## src/rtl/refdemand_pkg.sv

```systemverilog
package refdemand_pkg;
  // Extra bits the cubic forecast needs over a sample: |4|+|6|+|4|+|1| = 15 < 2^4
  localparam int PRED_GROWTH = 4;
  // Number of past samples the cubic fit uses besides the newest one
  localparam int PAST_TAPS = 3;
endpackage

```

## src/rtl/refdemand_history.sv

```systemverilog
module refdemand_history #(
  parameter int REF_W = 16,
  parameter int TAPS  = 3
) (
  input  logic                        clk,
  input  logic                        rst_n,
  input  logic                        shift_en,
  input  logic signed [REF_W-1:0]     din,
  output logic [TAPS-1:0][REF_W-1:0]  taps,
  output logic                        full
);
  localparam int CNT_W = $clog2(TAPS + 1);

  logic [CNT_W-1:0] cnt;

  for (genvar i = 0; i < TAPS; i++) begin : g_tap
    if (i == 0) begin : g_first
      always_ff @(posedge clk) begin
        if (!rst_n)        taps[0] <= '0;
        else if (shift_en) taps[0] <= din;
      end
    end else begin : g_rest
      always_ff @(posedge clk) begin
        if (!rst_n)        taps[i] <= '0;
        else if (shift_en) taps[i] <= taps[i-1];
      end
    end
  end

  always_ff @(posedge clk) begin
    if (!rst_n)                                cnt <= '0;
    else if (shift_en && cnt != CNT_W'(TAPS))  cnt <= cnt + 1'b1;
  end

  assign full = (cnt == CNT_W'(TAPS));
endmodule

```

## src/rtl/refdemand_cubic.sv

```systemverilog
module refdemand_cubic #(
  parameter int REF_W = 16,
  parameter int P_W   = REF_W + refdemand_pkg::PRED_GROWTH
) (
  input  logic signed [REF_W-1:0]  din,
  input  logic [2:0][REF_W-1:0]    taps,
  input  logic                     full,
  output logic signed [P_W-1:0]    pred
);
  logic signed [P_W-1:0] d_x, a_x, b_x, c_x, cubic;

  always_comb begin
    d_x = P_W'(din);
    a_x = P_W'($signed(taps[0]));
    b_x = P_W'($signed(taps[1]));
    c_x = P_W'($signed(taps[2]));
    // 4*d - 6*a + 4*b - c using shifts and adds only
    cubic = (d_x <<< 2) - ((a_x <<< 2) + (a_x <<< 1)) + (b_x <<< 2) - c_x;
    pred  = full ? cubic : d_x;
  end
endmodule

```

## src/rtl/refdemand_demand.sv

```systemverilog
module refdemand_demand #(
  parameter int REF_W = 16,
  parameter int P_W   = 20,
  parameter int K_W   = 16,
  parameter int FRAC  = 8,
  parameter int OUT_W = 20
) (
  input  logic                     clk,
  input  logic                     rst_n,
  input  logic                     in_v,
  output logic                     in_rdy,
  input  logic signed [P_W-1:0]    pred,
  input  logic signed [REF_W-1:0]  meas,
  input  logic signed [K_W-1:0]    kl,
  input  logic signed [K_W-1:0]    kr,
  output logic                     o_v,
  input  logic                     o_rdy,
  output logic signed [OUT_W-1:0]  o_data
);
  localparam int PL_W  = K_W + P_W + 1;
  localparam int PR_W  = K_W + P_W;
  localparam int SUM_W = PL_W + 1;
  localparam int HI_W  = SUM_W - OUT_W + 1;

  logic signed [PL_W-1:0]  kl_x, err_x, pl_c, s2_pl;
  logic signed [PR_W-1:0]  kr_x, pred_x, pr_c, s2_pr;
  logic                    s2_v, adv2;
  logic signed [SUM_W-1:0] sum, rnd, shf;
  logic [HI_W-1:0]         hi;
  logic signed [OUT_W-1:0] sat;

  always_comb begin
    kl_x   = PL_W'(kl);
    err_x  = PL_W'(pred) - PL_W'(meas);
    pl_c   = kl_x * err_x;
    kr_x   = PR_W'(kr);
    pred_x = PR_W'(pred);
    pr_c   = kr_x * pred_x;
  end

  assign adv2   = s2_v && (!o_v || o_rdy);
  assign in_rdy = !s2_v || adv2;

  always_ff @(posedge clk) begin
    if (!rst_n) begin
      s2_v  <= 1'b0;
      s2_pl <= '0;
      s2_pr <= '0;
    end else if (in_v && in_rdy) begin
      s2_v  <= 1'b1;
      s2_pl <= pl_c;
      s2_pr <= pr_c;
    end else if (adv2) begin
      s2_v  <= 1'b0;
    end
  end

  always_comb begin
    sum = SUM_W'(s2_pl) + SUM_W'(s2_pr);
    rnd = sum + (SUM_W'(1) <<< (FRAC - 1));
    shf = rnd >>> FRAC;
    hi  = shf[SUM_W-1:OUT_W-1];
    if ((&hi) || !(|hi)) sat = shf[OUT_W-1:0];
    else if (hi[HI_W-1]) sat = {1'b1, {(OUT_W-1){1'b0}}};
    else                 sat = {1'b0, {(OUT_W-1){1'b1}}};
  end

  always_ff @(posedge clk) begin
    if (!rst_n) begin
      o_v    <= 1'b0;
      o_data <= '0;
    end else if (adv2) begin
      o_v    <= 1'b1;
      o_data <= sat;
    end else if (o_rdy) begin
      o_v    <= 1'b0;
    end
  end

  AST_OUT_HOLD: assert property (@(posedge clk) disable iff (!rst_n)
    o_v && !o_rdy |=> o_v && $stable(o_data));
  AST_MID_HOLD: assert property (@(posedge clk) disable iff (!rst_n)
    s2_v && o_v && !o_rdy |=> s2_v && $stable(s2_pl) && $stable(s2_pr));
  AST_OUT_FROM_MID: assert property (@(posedge clk) disable iff (!rst_n)
    $rose(o_v) |-> $past(s2_v));
endmodule

```

## src/rtl/vdemand_predictor.sv

```systemverilog
module vdemand_predictor #(
  parameter int REF_W = 16,
  parameter int K_W   = 16,
  parameter int FRAC  = 8,
  parameter int OUT_W = 20
) (
  input  logic                     clk,
  input  logic                     rst_n,
  input  logic                     in_valid,
  output logic                     in_ready,
  input  logic signed [REF_W-1:0]  in_ref,
  input  logic signed [REF_W-1:0]  in_meas,
  input  logic signed [K_W-1:0]    k_ind,
  input  logic signed [K_W-1:0]    k_res,
  output logic                     out_valid,
  input  logic                     out_ready,
  output logic signed [OUT_W-1:0]  out_demand
);
  localparam int TAPS = refdemand_pkg::PAST_TAPS;
  localparam int P_W  = REF_W + refdemand_pkg::PRED_GROWTH;

  logic                        accept, d_rdy, hist_full;
  logic [TAPS-1:0][REF_W-1:0]  taps;
  logic signed [P_W-1:0]       pred_c;

  logic                        s1_v;
  logic signed [P_W-1:0]       s1_pred;
  logic signed [REF_W-1:0]     s1_meas;
  logic signed [K_W-1:0]       s1_kl, s1_kr;

  assign in_ready = !s1_v || d_rdy;
  assign accept   = in_valid && in_ready;

  refdemand_history #(.REF_W(REF_W), .TAPS(TAPS)) u_hist (
    .clk(clk), .rst_n(rst_n), .shift_en(accept), .din(in_ref),
    .taps(taps), .full(hist_full)
  );

  refdemand_cubic #(.REF_W(REF_W), .P_W(P_W)) u_cubic (
    .din(in_ref), .taps(taps), .full(hist_full), .pred(pred_c)
  );

  always_ff @(posedge clk) begin
    if (!rst_n) begin
      s1_v    <= 1'b0;
      s1_pred <= '0;
      s1_meas <= '0;
      s1_kl   <= '0;
      s1_kr   <= '0;
    end else if (accept) begin
      s1_v    <= 1'b1;
      s1_pred <= pred_c;
      s1_meas <= in_meas;
      s1_kl   <= k_ind;
      s1_kr   <= k_res;
    end else if (d_rdy) begin
      s1_v    <= 1'b0;
    end
  end

  refdemand_demand #(
    .REF_W(REF_W), .P_W(P_W), .K_W(K_W), .FRAC(FRAC), .OUT_W(OUT_W)
  ) u_dem (
    .clk(clk), .rst_n(rst_n),
    .in_v(s1_v), .in_rdy(d_rdy),
    .pred(s1_pred), .meas(s1_meas), .kl(s1_kl), .kr(s1_kr),
    .o_v(out_valid), .o_rdy(out_ready), .o_data(out_demand)
  );

  AST_ACCEPT_LANDS: assert property (@(posedge clk) disable iff (!rst_n)
    accept |=> s1_v);
  AST_WARMUP_PASS: assert property (@(posedge clk) disable iff (!rst_n)
    accept && !hist_full |=> s1_pred == P_W'($past(in_ref)));
  AST_STALL_HOLD: assert property (@(posedge clk) disable iff (!rst_n)
    s1_v && !d_rdy |=> s1_v && $stable(s1_pred));
endmodule

```

## config.mk

```make
export PLATFORM = sky130hd
export DESIGN_NAME = vdemand_predictor
export DESIGN_NICKNAME = d
export VERILOG_FILES = /design/src/rtl/refdemand_pkg.sv /design/src/rtl/refdemand_history.sv /design/src/rtl/refdemand_cubic.sv /design/src/rtl/refdemand_demand.sv /design/src/rtl/vdemand_predictor.sv
export SDC_FILE = /design/constraint.sdc
export NUM_CORES = 2
export LEC_CHECK = 0
export BUFFER_PORTS_ARGS = -buffer_cell sky130_fd_sc_hd__buf_2
export CAP_MARGIN = 0
export CELL_PAD_IN_SITES_DETAIL_PLACEMENT = 0
export CELL_PAD_IN_SITES_GLOBAL_PLACEMENT = 1
export CORE_UTILIZATION = 35
export CTS_BUF_LIST = sky130_fd_sc_hd__clkbuf_8
export CTS_CLUSTER_SIZE = 40
export DETAILED_ROUTE_END_ITERATION = 16
export GPL_TIMING_DRIVEN = 0
export PLACE_DENSITY = 0.67
export REMOVE_ABC_BUFFERS = 1
export SLEW_MARGIN = 40
export SYNTH_ARGS = -nofsm -noshare
export SYNTH_HDL_FRONTEND = slang
export SYNTH_SLANG_ARGS = --single-unit
```

## constraint.sdc

```tcl
create_clock -name clk -period 11.9 [get_ports clk]
set_input_delay 1.19 -clock clk [delete_from_list [all_inputs] [get_ports clk]]
set_output_delay 1.19 -clock clk [all_outputs]
set_load 0.05 [all_outputs]
```

# [Word level (Yosys, flattened, before mapping)]
# Cells that the tools add are included.
[word_totals] out_inout_bits=22 input_bits=68 reg_bits=214 word_cells=52
[classes] n_reduce_logical=17 eq_ne=2 n_mux=9 multipliers=2 n_addsub=8
[ops] op="$mux 20" n=3
[ops] op="$add 37x36->38" n=1
[ops] op="$add 38x9->38 const B" n=1
[ops] op="$mul 16x21->37" n=1
[ops] op="$mul 16x20->36" n=1
[ops] op="$sub 20x16->21" n=1
[ops] op="$add 20x18->20" n=1
[ops] op="$sub 18x19->20" n=1
[ops] op="$sub 20x16->20" n=1
[ops] op="$add 18x17->19" n=1
[ops] op="$reduce_and 11->1" n=1
[ops] op="$reduce_or 11->1" n=1
[ops] op="$mux 1" n=6
[ops] op="$reduce_bool 2->1" n=3
[ops] op="$logic_and 1x1->1" n=4
[ops] op="$logic_not 1->1" n=4
[ops] op="$logic_or 1x1->1" n=4
[ops] op="$add 2x1->2 const B" n=1
[ops] op="$eq 2x2->1 const B" n=1
[ops] op="$ne 2x2->1 const B" n=1

# [Depth between registers and ports, before layout]
[depth] depth_word=7 depth_mapped=39 mapped_depth_nobuf=37

# [Cells and area by module]
# From an unflattened synthesis, not the netlist that was laid out.
[unflattened] hier_cells=4212 hier_area_um2=37328.3
[by_module_without_submodules] module="refdemand_demand" cells_each=3421 seq_area_each_um2=1901.8 area_per_inst_um2=30095.1 instances=1
[by_module_without_submodules] module="vdemand_predictor" cells_each=300 seq_area_each_um2=1381.3 area_per_inst_um2=2723.9 instances=1
[by_module_without_submodules] module="refdemand_cubic" cells_each=326 seq_area_each_um2=0.0 area_per_inst_um2=2573.7 instances=1
[by_module_without_submodules] module="refdemand_history" cells_each=165 seq_area_each_um2=1001.0 area_per_inst_um2=1935.6 instances=1

# [Worst setup path before layout]
# OpenSTA, ideal clock, no wires.
[synth_timing] path_type="reg2reg" startpoint="register s1_pred[0]" endpoint="register u_dem.s2_pl[29]" path_slack_ns=3.298 setup_ns=0.091 period_less_slack_ns=8.602 required_ns=11.809 n_path_buf=2 arrival_time_ns=8.511 stages_incl_launch_ff=36 path_cell_list="dfxtp_1 > buf_1 > inv_1 > ha_1 > fa_1 > nor2b_1 > o21ai_0 > nand2b_1 > a21o_1 > a21o_1 > a31oi_1 > o21ai_1 > o2111ai_1 > nand3b_1 > xor2_1 > clkbuf_1 > nand2_1 > fa_1 > fa_1 > fa_1 > inv_1 > fa_1 > fa_1 > inv_1 > fa_1 > inv_1 > ha_1 > and3_1 > nand3_1 > o31a_1 > o21a_1 > o211a_1 > o311ai_1 > a211oi_1 > or3_1 > a311oi_1"
[synth_via] elab_chain_cells=2
[synth_lines] element="start: declaration" line="vdemand_predictor.sv:27" text="logic signed [P_W-1:0] s1_pred;"
[synth_lines] element="start signal: assignment" line="vdemand_predictor.sv:52" text="s1_pred <= pred_c;"
[synth_lines] element="$sub 20x16->21" line="refdemand_demand.sv:34" text="err_x = PL_W'(pred) - PL_W'(meas);"
[synth_lines] element="$mul 16x21->37" line="refdemand_demand.sv:35" text="pl_c = kl_x * err_x;"
[synth_lines] element="end signal: assignment" line="refdemand_demand.sv:51" text="s2_pl <= pl_c;"
[synth_lines] element="end: declaration" line="refdemand_demand.sv:25" text="logic signed [PL_W-1:0] kl_x, err_x, pl_c, s2_pl;"
# No other way between the ends.
# A chain may end at the register's enable or synchronous reset.

# [Worst setup path in the final report]
[layout_timing] startpoint="register s1_pred[2]" endpoint="register u_dem.s2_pl[31]"
# Same word-level chain as after synthesis.

==> flow_summary.ini <==
[outcome]
status = finished, final reports clean

[placed_design]
hpwlAfterDp_um = 75600
io_buffer_count = 89
post-place-cells = 5477
dp_slack_ns = 1.45
place.gp.congestion = 0.836

[worst_setup_path]
path_buf_inv = 5
cp.arrival_ns = 10.79
r2r_end = u_dem.s2_pl[31]$_SDFFE_PN0P_
crit_type = reg -> reg
critPathLaunch = s1_pred[2]$_SDFFE_PN0P_
worstSetupEndpointType = flip-flop
r2r_slack_ns = 1.69
startpoint_type = flip-flop
critPathTopFamily = compound AO/OA/AOI/OAI gates
crit_slowest_cell = dfxtp_2
worst-endpoint-required_ns = 12.48
path_max_fanout = 18
crit_end = u_dem.s2_pl[31]$_SDFFE_PN0P_
crit_top_cell = fa_1
rr_worst_depth = 34
critPathMaxStageDelay_ns = 0.72
r2r-start = s1_pred[2]$_SDFFE_PN0P_
worstSetupPathDepth = 34

[synthesis]
ys_top_cells_by_count = inv_1, fa_1, nand2_1, ha_1, and2_1
synth_area_per_cell_um2 = 8.72
ys_ff_latch = 214
syn-cell-area_um2 = 36300
synth.top_cell.area_share = 0.386
synth.area.top_cells = fa_1, dfxtp_1, ha_1, inv_1, nand2_1
synth_cell_types = 74
ys.flop_type = dfxtp_1
synthArstFlopShare = 0
synth-edff-count = 0
ys_seq_area_frac = 0.118
yosysWarnings = 0
yosysMostFrequentCell = inv_1
yosysTopAreaCell = fa_1
synth_cells = 4160

[clock_network]
clk_path_buf_depth = 3
insertion_delay_ns = 0.70
cts_max_level = 2
cts_hold_repair.buffers = 0
cts_tree = done
cts_root_buf = clkbuf_8
clock-sinks = 214
cts_resized = 0
cts_buffers = 46
cts.clk_slew.worst_paths_ns = 0.06
post_cts.repair.setup_buffers = 0

[sta]
finalMaxSlewViolations = 0
max-slew-margin-rel = 0.409
tightestPinTransition_ns = 0.880
rsz0062_at_grt = no
finClkSkew_ns = 0.0473
hold_viol_final = 0
final.setup.worst_slack_ns = 1.69
max_freq_ghz = 0.0980
setup-violations-final = 0
finalCriticalPeriod_ns = 10.21
period_share = 0.858
worst_hold_slack_ns = 0.452

[floorplanning]
die-area_um2 = 105000
start_util = 0.354
num_io_pins = 90
core-area_um2 = 102000
die_h_um = 324
row_count = 117
die_w_um = 324

[layout]
drive_gt1_frac = 0.0729
synthToLayoutAreaGrowth_pct = 9.40
final_cells = 5555
final_core_util = 0.388
fin_nets = 5219
regArea_um2 = 4340
fillers = 10574
multiInputGateArea_um2 = 28500

[routing]
drc = 0
drt-pass1-iter-count = 5
vias = 26940
viasPerCell = 4.85
drt-wirelength-per-cell_um = 17.1
wirelength_um = 94900
drt-initial-drc-count = 1140
postRouteAntennaNets = 0

[worst_hold_path]
hold_class = reg -> reg
min-delay-start = s1_meas[9]$_SDFFE_PN0P_

[pwr]
combPwrFrac = 0.710
seqPwrFrac = 0.145
vdd_drop_max_v = 0.000206
powerDensity_nw_per_um2 = 162
p_total_w = 0.00644
p_switching_w = 0.00319
p_leak_nw = 18.5
p_int_w = 0.00325
p_clk_frac = 0.145
p_sw_frac = 0.495

[grt]
use_met3 = 0.0270
overflow = 0
busiest_layer = met2
use_met2 = 0.319
grt_pass1_vias = 28804
grt_pass1_wl_um = 156000
antenna_found_initial = 6
grt_start_max_net_pins = 59
grt_use_total = 0.190
grtUsageMet1 = 0.260

[job]
maxCapViolCount = 0
-- flip-flops by register name, indices dropped and copies added (netlist names) --
name / count
u_dem.s2_pl: 37
u_hist.taps: 48
u_dem.s2_pr: 36
s1_kr: 16
s1_meas: 16
s1_kl: 16
u_hist.cnt: 2
s1_pred: 20
u_dem.s2_v: 1
u_dem.o_data: 20
u_dem.o_v: 1
s1_v: 1
-- metal layers --
metal | vias to the layer above | wire length (um)
met5 | - | 10
met4 | 2 | 1810
met3 | 100 | 3690
met2 | 427 | 44900
met1 | 13671 | 44500
li1 | 12740 | -
-- layout make-up --
type | instances | share of cell area
Multi-Input combinational cell | 2952 | 0.719
Sequential cell | 214 | 0.109
Inverter | 815 | 0.0772
Tap cell | 1368 | 0.0431
Timing Repair Buffer | 128 | 0.0254
Clock buffer | 59 | 0.0205
Clock inverter | 17 | 0.00533
Antenna cell | 2 | 0.000126
-- logic make-up after synthesis --
kind of cell / Yosys count / share of synthesized area
XOR/XNOR: 119 / 0.0287
multiplexers: 17 / 0.00473
flip-flops: 214 / 0.118
buffers and inverters: 994 / 0.103
adder cells (fa/ha/maj): 994 / 0.488
AO/OA/AOI/OAI: 538 / 0.0936
AND/OR/NAND/NOR: 1284 / 0.164
-- worst min-delay path by stage --
stage	end	slack (ns)	cells past startpoint
after floorplan	u_dem.s2_pl[7]$_SDFFE_PN0P_	0.43	2
after global placement	s1_meas[14]$_SDFFE_PN0P_	0.44	2
after detailed placement	s1_meas[14]$_SDFFE_PN0P_	0.45	2
after CTS	u_dem.s2_pr[7]$_SDFFE_PN0P_	0.45	2
after global routing	s1_meas[5]$_SDFFE_PN0P_	0.47	2
final	s1_meas[9]$_SDFFE_PN0P_	0.45	2
-- cell usage in the layout (no fill, tap or decap), types with 72 or more instances in the layout --
| cell type | instances |
|---|---|
| a21oi_1 | 231 |
| and2_1 | 248 |
| buf_2 | 89 |
| dfxtp_1 | 166 |
| fa_1 | 700 |
| ha_1 | 292 |
| inv_1 | 821 |
| nand2_1 | 683 |
| nor2_1 | 129 |
| o21ai_0 | 76 |
| xnor2_1 | 72 |
-- power by group through the flow --
stage,clock network [W],logic (W),registers [W]
floorplan,0,0.00338,0.000907
global placement,0,0.00454,0.000946
detailed placement,0,0.00464,0.000947
CTS,0.000974,0.00467,0.000932
global route,0.000999,0.00527,0.000943
finish,0.000934,0.00458,0.000932
-- worst register-to-register path, delay by kind of cell (launching register included) --
family / cells / cell delay (ns)
AO/OA/AOI/OAI: 15 / 3.90
XOR/XNOR: 1 / 0.14
adder cells (fa/ha/maj): 8 / 3.82
buffers and inverters: 5 / 0.59
flip-flops: 1 / 0.72
AND/OR/NAND/NOR: 5 / 0.94
-- stage by stage --
step	cell area [um^2]	setup TNS, ns
after floorplan	35600	0
after global placement	37800	-1.45
after detailed placement	38600	0
after CTS	39700	0
after global routing	39700	0
final	39700	0
No activity file was read; power rests on OpenSTA's default activity.
